**src/rtl/sfl_pkg.sv**
```systemverilog
package sfl_pkg;
  localparam int CTRL_W = 32;

  typedef enum logic [1:0] {
    CM_READ  = 2'd0,
    CM_FAST  = 2'd1,
    CM_WRITE = 2'd2,
    CM_USER  = 2'd3
  } cmd_mode_e;

  typedef struct packed {
    logic [7:0] opcode;
    logic       wide_addr;
    logic [2:0] dummy_units;
    logic       cs_hold_off;
    cmd_mode_e  mode;
  } flash_cfg_t;

  typedef enum logic [2:0] {
    SQ_IDLE,
    SQ_OPC,
    SQ_ADR,
    SQ_DMY,
    SQ_DAT,
    SQ_END
  } seq_state_e;
endpackage

```
**src/rtl/sfl_ctrl_decode.sv**
```systemverilog
module sfl_ctrl_decode
  import sfl_pkg::*;
#(
  parameter int NUM_CS = 2,
  parameter int CS_W   = 1
) (
  input  logic [NUM_CS*CTRL_W-1:0] ctrl_words,
  input  logic [CS_W-1:0]          sel,
  output flash_cfg_t               cfg,
  output logic                     is_read,
  output logic [5:0]               dummy_bytes
);
  logic [CTRL_W-1:0] words [NUM_CS];
  logic [CTRL_W-1:0] w;

  genvar k;
  generate
    for (k = 0; k < NUM_CS; k++) begin : g_split
      assign words[k] = ctrl_words[k*CTRL_W +: CTRL_W];
    end
  endgenerate

  assign w = words[sel];

  always_comb begin
    cfg.opcode      = w[23:16];
    cfg.wide_addr   = w[13];
    cfg.dummy_units = {w[14], w[7:6]};
    cfg.cs_hold_off = w[2];
    cfg.mode        = cmd_mode_e'(w[1:0]);
  end

  assign is_read     = (cfg.mode == CM_READ) || (cfg.mode == CM_FAST);
  assign dummy_bytes = {cfg.dummy_units, 3'b000};

  logic unused_ctrl;
  assign unused_ctrl = ^{w[31:24], w[12:8], w[5:3]};
endmodule

```
**src/rtl/sfl_spi_byte.sv**
```systemverilog
module sfl_spi_byte #(
  parameter int HALF_DIV = 2
) (
  input  logic       clk,
  input  logic       rst,
  input  logic       start,
  input  logic [7:0] tx_byte,
  output logic       done,
  output logic [7:0] rx_byte,
  output logic       sclk,
  output logic       mosi,
  input  logic       miso
);
  localparam int DIV_W = (HALF_DIV > 1) ? $clog2(HALF_DIV) : 1;
  localparam logic [DIV_W-1:0] DIV_LAST = DIV_W'(HALF_DIV - 1);

  logic             busy_q;
  logic [DIV_W-1:0] div_q;
  logic [2:0]       bit_q;
  logic [7:0]       tx_sh;
  logic [7:0]       rx_sh;
  logic             sclk_q;
  logic             mosi_q;
  logic             done_q;

  always_ff @(posedge clk) begin
    if (rst) begin
      busy_q <= 1'b0;
      div_q  <= '0;
      bit_q  <= '0;
      tx_sh  <= '0;
      rx_sh  <= '0;
      sclk_q <= 1'b0;
      mosi_q <= 1'b0;
      done_q <= 1'b0;
    end else begin
      done_q <= 1'b0;
      if (start && !busy_q) begin
        busy_q <= 1'b1;
        tx_sh  <= {tx_byte[6:0], 1'b0};
        mosi_q <= tx_byte[7];
        bit_q  <= '0;
        div_q  <= '0;
        sclk_q <= 1'b0;
      end else if (busy_q) begin
        if (div_q == DIV_LAST) begin
          div_q <= '0;
          if (!sclk_q) begin
            sclk_q <= 1'b1;
            rx_sh  <= {rx_sh[6:0], miso};
          end else begin
            sclk_q <= 1'b0;
            if (bit_q == 3'd7) begin
              busy_q <= 1'b0;
              done_q <= 1'b1;
            end else begin
              bit_q  <= bit_q + 3'd1;
              mosi_q <= tx_sh[7];
              tx_sh  <= {tx_sh[6:0], 1'b0};
            end
          end
        end else begin
          div_q <= div_q + 1'b1;
        end
      end
    end
  end

  assign done    = done_q;
  assign rx_byte = rx_sh;
  assign sclk    = sclk_q;
  assign mosi    = mosi_q;

  p_mosi_stable_r10: assert property (@(posedge clk) disable iff (rst)
    (sclk_q && $past(sclk_q)) |-> $stable(mosi_q));
  p_start_idle_r9: assert property (@(posedge clk) disable iff (rst)
    start |-> !busy_q);
  p_sclk_idle_low_r1: assert property (@(posedge clk) disable iff (rst)
    !busy_q |-> !sclk_q);
endmodule

```
**src/rtl/sfl_read_fsm.sv**
```systemverilog
module sfl_read_fsm
  import sfl_pkg::*;
#(
  parameter int ADDR_W = 32,
  parameter int NUM_CS = 2,
  parameter int CS_W   = 1
) (
  input  logic              clk,
  input  logic              rst,
  input  logic              req_valid,
  input  logic [ADDR_W-1:0] req_addr,
  input  logic [1:0]        req_bytes,
  input  logic [CS_W-1:0]   req_cs,
  input  flash_cfg_t        cfg,
  input  logic              is_read,
  input  logic [5:0]        dummy_bytes,
  output logic              busy,
  output logic              rsp_valid,
  output logic [31:0]       rsp_data,
  output logic [NUM_CS-1:0] cs_n,
  output logic              eng_start,
  output logic [7:0]        eng_tx,
  input  logic              eng_done,
  input  logic [7:0]        eng_rx
);
  seq_state_e        state_q;
  logic [31:0]       addr_q;
  logic [1:0]        size_q;
  logic              wide_q;
  logic [5:0]        dummy_q;
  logic [5:0]        cnt_q;
  logic [31:0]       data_q;
  logic [31:0]       rsp_data_q;
  logic              rsp_valid_q;
  logic              start_q;
  logic [7:0]        tx_q;
  logic [NUM_CS-1:0] cs_n_q;
  logic [NUM_CS-1:0] sel_onehot;
  logic [31:0]       req_addr32;

  assign sel_onehot = NUM_CS'(1) << req_cs;
  assign req_addr32 = 32'(req_addr);

  function automatic logic [7:0] addr_byte(input logic [31:0] a, input logic [1:0] idx);
    return a[{idx, 3'b000} +: 8];
  endfunction

  always_ff @(posedge clk) begin
    if (rst) begin
      state_q     <= SQ_IDLE;
      addr_q      <= '0;
      size_q      <= '0;
      wide_q      <= 1'b0;
      dummy_q     <= '0;
      cnt_q       <= '0;
      data_q      <= '0;
      rsp_data_q  <= '0;
      rsp_valid_q <= 1'b0;
      start_q     <= 1'b0;
      tx_q        <= '0;
      cs_n_q      <= '1;
    end else begin
      start_q     <= 1'b0;
      rsp_valid_q <= 1'b0;
      case (state_q)
        SQ_IDLE: if (req_valid) begin
          addr_q  <= req_addr32;
          size_q  <= req_bytes;
          wide_q  <= cfg.wide_addr;
          dummy_q <= dummy_bytes;
          data_q  <= '0;
          if (is_read) begin
            state_q <= SQ_OPC;
            start_q <= 1'b1;
            tx_q    <= cfg.opcode;
            if (!cfg.cs_hold_off) cs_n_q <= ~sel_onehot;
          end else begin
            state_q <= SQ_END;
          end
        end
        SQ_OPC: if (eng_done) begin
          state_q <= SQ_ADR;
          cnt_q   <= wide_q ? 6'd3 : 6'd2;
          tx_q    <= addr_byte(addr_q, wide_q ? 2'd3 : 2'd2);
          start_q <= 1'b1;
        end
        SQ_ADR: if (eng_done) begin
          start_q <= 1'b1;
          if (cnt_q == 6'd0) begin
            if (dummy_q != 6'd0) begin
              state_q <= SQ_DMY;
              cnt_q   <= dummy_q - 6'd1;
              tx_q    <= 8'hFF;
            end else begin
              state_q <= SQ_DAT;
              cnt_q   <= '0;
              tx_q    <= 8'h00;
            end
          end else begin
            cnt_q <= cnt_q - 6'd1;
            tx_q  <= addr_byte(addr_q, cnt_q[1:0] - 2'd1);
          end
        end
        SQ_DMY: if (eng_done) begin
          start_q <= 1'b1;
          if (cnt_q == 6'd0) begin
            state_q <= SQ_DAT;
            tx_q    <= 8'h00;
          end else begin
            cnt_q <= cnt_q - 6'd1;
            tx_q  <= 8'hFF;
          end
        end
        SQ_DAT: if (eng_done) begin
          data_q[{cnt_q[1:0], 3'b000} +: 8] <= eng_rx;
          if (cnt_q[1:0] == size_q) begin
            state_q <= SQ_END;
          end else begin
            cnt_q   <= cnt_q + 6'd1;
            tx_q    <= 8'h00;
            start_q <= 1'b1;
          end
        end
        SQ_END: begin
          cs_n_q      <= '1;
          rsp_valid_q <= 1'b1;
          rsp_data_q  <= data_q;
          state_q     <= SQ_IDLE;
        end
        default: state_q <= SQ_IDLE;
      endcase
    end
  end

  assign busy      = (state_q != SQ_IDLE);
  assign rsp_valid = rsp_valid_q;
  assign rsp_data  = rsp_data_q;
  assign cs_n      = cs_n_q;
  assign eng_start = start_q;
  assign eng_tx    = tx_q;

  p_cs_onehot_r8: assert property (@(posedge clk) disable iff (rst)
    $onehot0(~cs_n_q));
  p_rsp_cs_high_r9: assert property (@(posedge clk) disable iff (rst)
    rsp_valid_q |-> (&cs_n_q));
  p_busy_holds_addr_r9: assert property (@(posedge clk) disable iff (rst)
    (state_q != SQ_IDLE) |=> $stable(addr_q));
  p_dummy_ff_r4: assert property (@(posedge clk) disable iff (rst)
    (start_q && state_q == SQ_DMY) |-> (tx_q == 8'hFF));
endmodule

```
**src/rtl/sfl_read_seq.sv**
```systemverilog
module sfl_read_seq
  import sfl_pkg::*;
#(
  parameter int ADDR_W   = 32,
  parameter int NUM_CS   = 2,
  parameter int HALF_DIV = 2,
  localparam int CS_W    = (NUM_CS > 1) ? $clog2(NUM_CS) : 1
) (
  input  logic                     clk,
  input  logic                     rst,
  input  logic                     req_valid,
  input  logic [ADDR_W-1:0]        req_addr,
  input  logic [1:0]               req_bytes,
  input  logic [CS_W-1:0]          req_cs,
  input  logic [NUM_CS*CTRL_W-1:0] ctrl_words,
  output logic                     busy,
  output logic                     rsp_valid,
  output logic [31:0]              rsp_data,
  output logic [NUM_CS-1:0]        spi_cs_n,
  output logic                     spi_sclk,
  output logic                     spi_mosi,
  input  logic                     spi_miso
);
  flash_cfg_t cfg;
  logic       is_read;
  logic [5:0] dummy_bytes;
  logic       eng_start;
  logic [7:0] eng_tx;
  logic       eng_done;
  logic [7:0] eng_rx;

  sfl_ctrl_decode #(.NUM_CS(NUM_CS), .CS_W(CS_W)) u_decode (
    .ctrl_words (ctrl_words),
    .sel        (req_cs),
    .cfg        (cfg),
    .is_read    (is_read),
    .dummy_bytes(dummy_bytes)
  );

  sfl_read_fsm #(.ADDR_W(ADDR_W), .NUM_CS(NUM_CS), .CS_W(CS_W)) u_fsm (
    .clk        (clk),
    .rst        (rst),
    .req_valid  (req_valid),
    .req_addr   (req_addr),
    .req_bytes  (req_bytes),
    .req_cs     (req_cs),
    .cfg        (cfg),
    .is_read    (is_read),
    .dummy_bytes(dummy_bytes),
    .busy       (busy),
    .rsp_valid  (rsp_valid),
    .rsp_data   (rsp_data),
    .cs_n       (spi_cs_n),
    .eng_start  (eng_start),
    .eng_tx     (eng_tx),
    .eng_done   (eng_done),
    .eng_rx     (eng_rx)
  );

  sfl_spi_byte #(.HALF_DIV(HALF_DIV)) u_engine (
    .clk    (clk),
    .rst    (rst),
    .start  (eng_start),
    .tx_byte(eng_tx),
    .done   (eng_done),
    .rx_byte(eng_rx),
    .sclk   (spi_sclk),
    .mosi   (spi_mosi),
    .miso   (spi_miso)
  );
endmodule

```
**config.mk**
```make
export PLATFORM = sky130hd
export DESIGN_NAME = sfl_read_seq
export DESIGN_NICKNAME = d
export VERILOG_FILES = /design/src/rtl/sfl_pkg.sv /design/src/rtl/sfl_ctrl_decode.sv /design/src/rtl/sfl_spi_byte.sv /design/src/rtl/sfl_read_fsm.sv /design/src/rtl/sfl_read_seq.sv
export SDC_FILE = /design/constraint.sdc
export NUM_CORES = 1
export LEC_CHECK = 0
export BUFFER_PORTS_ARGS = -buffer_cell sky130_fd_sc_hd__clkbuf_2
export CAP_MARGIN = 20
export CELL_PAD_IN_SITES_DETAIL_PLACEMENT = 1
export CELL_PAD_IN_SITES_GLOBAL_PLACEMENT = 1
export CORE_MARGIN = 3
export CORE_UTILIZATION = 45
export CTS_BUF_LIST = sky130_fd_sc_hd__clkbuf_2 sky130_fd_sc_hd__clkbuf_4 sky130_fd_sc_hd__clkbuf_8
export CTS_CLUSTER_SIZE = 16
export DETAILED_ROUTE_END_ITERATION = 8
export GPL_TIMING_DRIVEN = 0
export PLACE_DENSITY_LB_ADDON = 0.1
export SYNTH_ARGS = -nofsm -noshare
export SYNTH_HDL_FRONTEND = slang
export SYNTH_SLANG_ARGS = --single-unit
```
**constraint.sdc**
```tcl
create_clock -name clk -period 5.5 [get_ports clk]
set_input_delay 1.65 -clock clk [delete_from_list [all_inputs] [get_ports clk]]
set_output_delay 1.65 -clock clk [all_outputs]
set_load 0.02 [all_outputs]
```
==> qor.tcl <==
set qor(worst_path_top_cell_family_by_delay) {buffers and inverters}
set qor(outcome) {finished, final reports clean}
set qor(tritoncts_clock_tree) {yes}
set qor(synth_most_common_cell) {nand2_1}
set qor(slew_headroom_pct) 39.75
set qor(num_vias) 6323
set qor(detail_route.vias_per_cell) 5.743
set qor(synth_top_cell_by_area) {dfxtp_1}
set qor(die_height_um) 127.6
set qor(area_growth_syn_to_layout_pct) 17.56
set qor(cp_data_required_time_ps) 3850
set qor(clk_path_buf_depth) 2
set qor(path_max_fanout) 8
set qor(synth.avg_cell_area_um2) 8.458
set qor(synthesis.nets) 897
set qor(min_period_ps) 3163
set qor(global_route.overflow_total) 0
set qor(antenna_left) 0
set qor(worst_setup_ep_type) {primary output}
set qor(clk_latency_ps) 460
set qor(powerDensity_nw_per_um2) 400.6
set qor(ctsHtreeMaxLevel) 4
set qor(clock-skew-final_ps) 10.78
set qor(floorplan.die_area_um2) 16290
set qor(cts_num_sinks) 146
set qor(placementRows) 43
set qor(post_cts_hold_buffer_count) 0
set qor(grt_pass1_wl_mm) 34.14
set qor(placed_area_um2) 7392
set qor(start_util_pct) 47.04
set qor(leak_pwr_nw) 3.034
set qor(min_path_type) {reg2reg}
set qor(final_layout_size_suffix_gt1_share_pct) 20.09
set qor(syn-cell-area_um2) 6656
set qor(place.port_buffers) 102
set qor(cell_at_the_root_of_the_clock_tree) {clkbuf_8}
set qor(worstSetupStartpointType) {flip-flop}
set qor(first_global_vias) 6768
set qor(yosys_register_bits) 146
set qor(nets) 1018
set qor(grt.total_usage_pct) 26.47
set qor(postSynthCellCount) 787
set qor(rsz0062_at_grt) {false}
set qor(worst_path_cell_trace) {buf_2 > nor3_2 > inv_2 > clkbuf_2}
set qor(cts.reportedPaths.clkPinSlew_ps) 80
set qor(core_region_um2) 14150
set qor(timing.setup.critical_path_class) {reg2out}
set qor(drv.max_cap_violation_count) 0
set qor(route.detailed.drc) 0
set qor(netlist_top_cells_area) {dfxtp_1, nand2_1, a21oi_1}
set qor(asr_flop_ratio_synth_pct) 0
set qor(max_stage_delay_on_crit_path_ps) 300
set qor(worst-path-buf-inv) 3
set qor(setup-tns-final_ps) 0
set qor(cts_repair_resize_count) 0
set qor(drt_first_iter_violations) 387
set qor(antenna_found_initial) 0
set qor(critical_path_arrival_ps) 1510
set qor(pin_count_of_the_biggest_net_entering_global_routing) 17
set qor(ys_warn_count) 0
set qor(final_design_area_no_fill_um2) 7825
set qor(synth-main-ff-cell) {dfxtp_1}
set qor(drtPass1Iterations) 4
set qor(timing.final.setup_violations) 0
set qor(final_antenna_diode_count) 0
set qor(die_width_um) 127.6
set qor(slew_viol_final) 0
set qor(synth_top_area_share_pct) 43.91
set qor(yosys-top-cells-count) {nand2_1, dfxtp_1, a21oi_1}
set qor(yosys.cell_types.count) 66
set qor(final_hold_viol_count) 0
set qor(critical-path-slowest-cell) {dfxtp_1}
set qor(cts.repair_timing.setup_buffer_count) 0
set qor(routed_wire_length_per_instance_um) 19.15
set qor(globalplace.congestion) 0.9059
set qor(boundary_pins) 141
set qor(yosysSeqAreaShare_pct) 43.91
set qor(worst_slew_pin_slew_ps) 897.7
set qor(timing.final.crit_share_pct) 57.51
set qor(dpl.hpwl_mm) 15.90
set qor(max-vdd-ir-drop_mv) 0.1737
set qor(numCtsBuffers) 17
set qor(detailed_route_wl_mm) 21.09
set qor(synth-edff-count) 0
set qor(fmax_ghz) 0.3161
worst reg2reg max path: stages, from the launching register on:
cell and delay, ps:
dfxtp_1 370, buf_2 340, inv_1 160, ha_1 290, clkbuf_1 250, a211oi_2 580
a22oi_1 200, a22oi_1 280, a22o_1 160
registers in the layout, indices dropped and copies added (netlist names):
name,flops
u_engine.bit_q,3
u_fsm.size_q,2
u_fsm.state_q,3
u_fsm.dummy_q,3
u_engine.rx_byte,8
u_engine.tx_sh,7
u_fsm.wide_q,1
u_engine.done,1
u_fsm.eng_tx,8
u_fsm.data_q,32
u_engine.mosi,1
u_engine.busy_q,1
u_engine.sclk,1
u_fsm.cs_n,2
u_fsm.addr_q,32
u_fsm.cnt_q,6
u_fsm.eng_start,1
u_fsm.rsp_data,32
u_fsm.rsp_valid,1
u_engine.div_q,1
through the flow:
step                utilization, %  cells  power (mW)  worst slack [ps]  hold slack [ps]
finish                       55.30   1101       3.135              2337            458.0
global route                 55.30   1101       3.312              2225            484.5
CTS                          55.30   1101       3.140              2329            462.7
detailed placement           52.24   1069       2.227              2201            450.7
global placement             52.24   1069       2.174              2280            442.2
floorplan                        -    787       1.932              2488            432.1
path summary, 6_finish.rpt:
| path | from | to | slack (ps) | cells past startpoint |
|---|---|---|---|---|
| worst max-delay path | u_fsm.state_q[0] | busy | 2340 | 4 |
| worst min-delay path | u_fsm.rsp_data[28] | u_fsm.rsp_data[28] | 460 | 2 |
| worst max register to register | u_fsm.cnt_q[0] | u_fsm.eng_tx[4] | 2810 | 8 |
| worst min register to register | u_fsm.rsp_data[28] | u_fsm.rsp_data[28] | 460 | 2 |
power by group:
part | internal, mW | switching (mW)
logic | 0.328 | 0.612
registers | 1.18 | 0.0934
clock network | 0.493 | 0.426
total | 2.00 | 1.13
cell usage in the layout (no fill, tap or decap), types with 5 or more instances in the layout:
master and instances:
mux2i_1 26, buf_6 5, clkbuf_2 102, nor2_1 53, inv_1 6, and2_1 6
nand2b_1 14, clkbuf_8 23, a211oi_1 13, nor3_1 9, a22oi_1 27, buf_2 12
a21oi_1 106, dfxtp_1 146, mux4_2 8, o21ai_0 11, mux2_2 5, o2bb2ai_1 5
clkbuf_1 35, a22o_1 7, nand2_1 178, nand3_1 26, ha_1 7
area by class of cell:
cell class	count	area, um2
sequential	146	2923
buffer	57	296.5
multi-input combinational	577	3411
inverter	7	26.28
timing repair buffer	102	510.5
clock inverter	11	150.1
tap	180	225.2
clock buffer	21	282.8
fill	1752	6325
routing by layer:
metal / vias up / track usage (%) / share of wire (%)
met2: 169 / 44.26 / 49
met4: 0 / 11.05 / 2.4
met3: 46 / 6.271 / 5.9
li1: 3015 / - / -
met1: 3093 / 32.82 / 43
met5: - / 0 / 0
cells by family (layout without fill, tap and decap cells):
family	Yosys count	in the layout	synth area share (%)
and+or+nand+nor	321	321	22.29
DFF	146	146	43.91
AOI/OAI and AO/OA	202	202	19.12
adders and majority gates	7	7	1.316
buffers and inverters	64	198	4.850
muxes	39	39	7.462
xor gates and xnor gates	8	8	1.053
(Power assumes the default switching activity.)
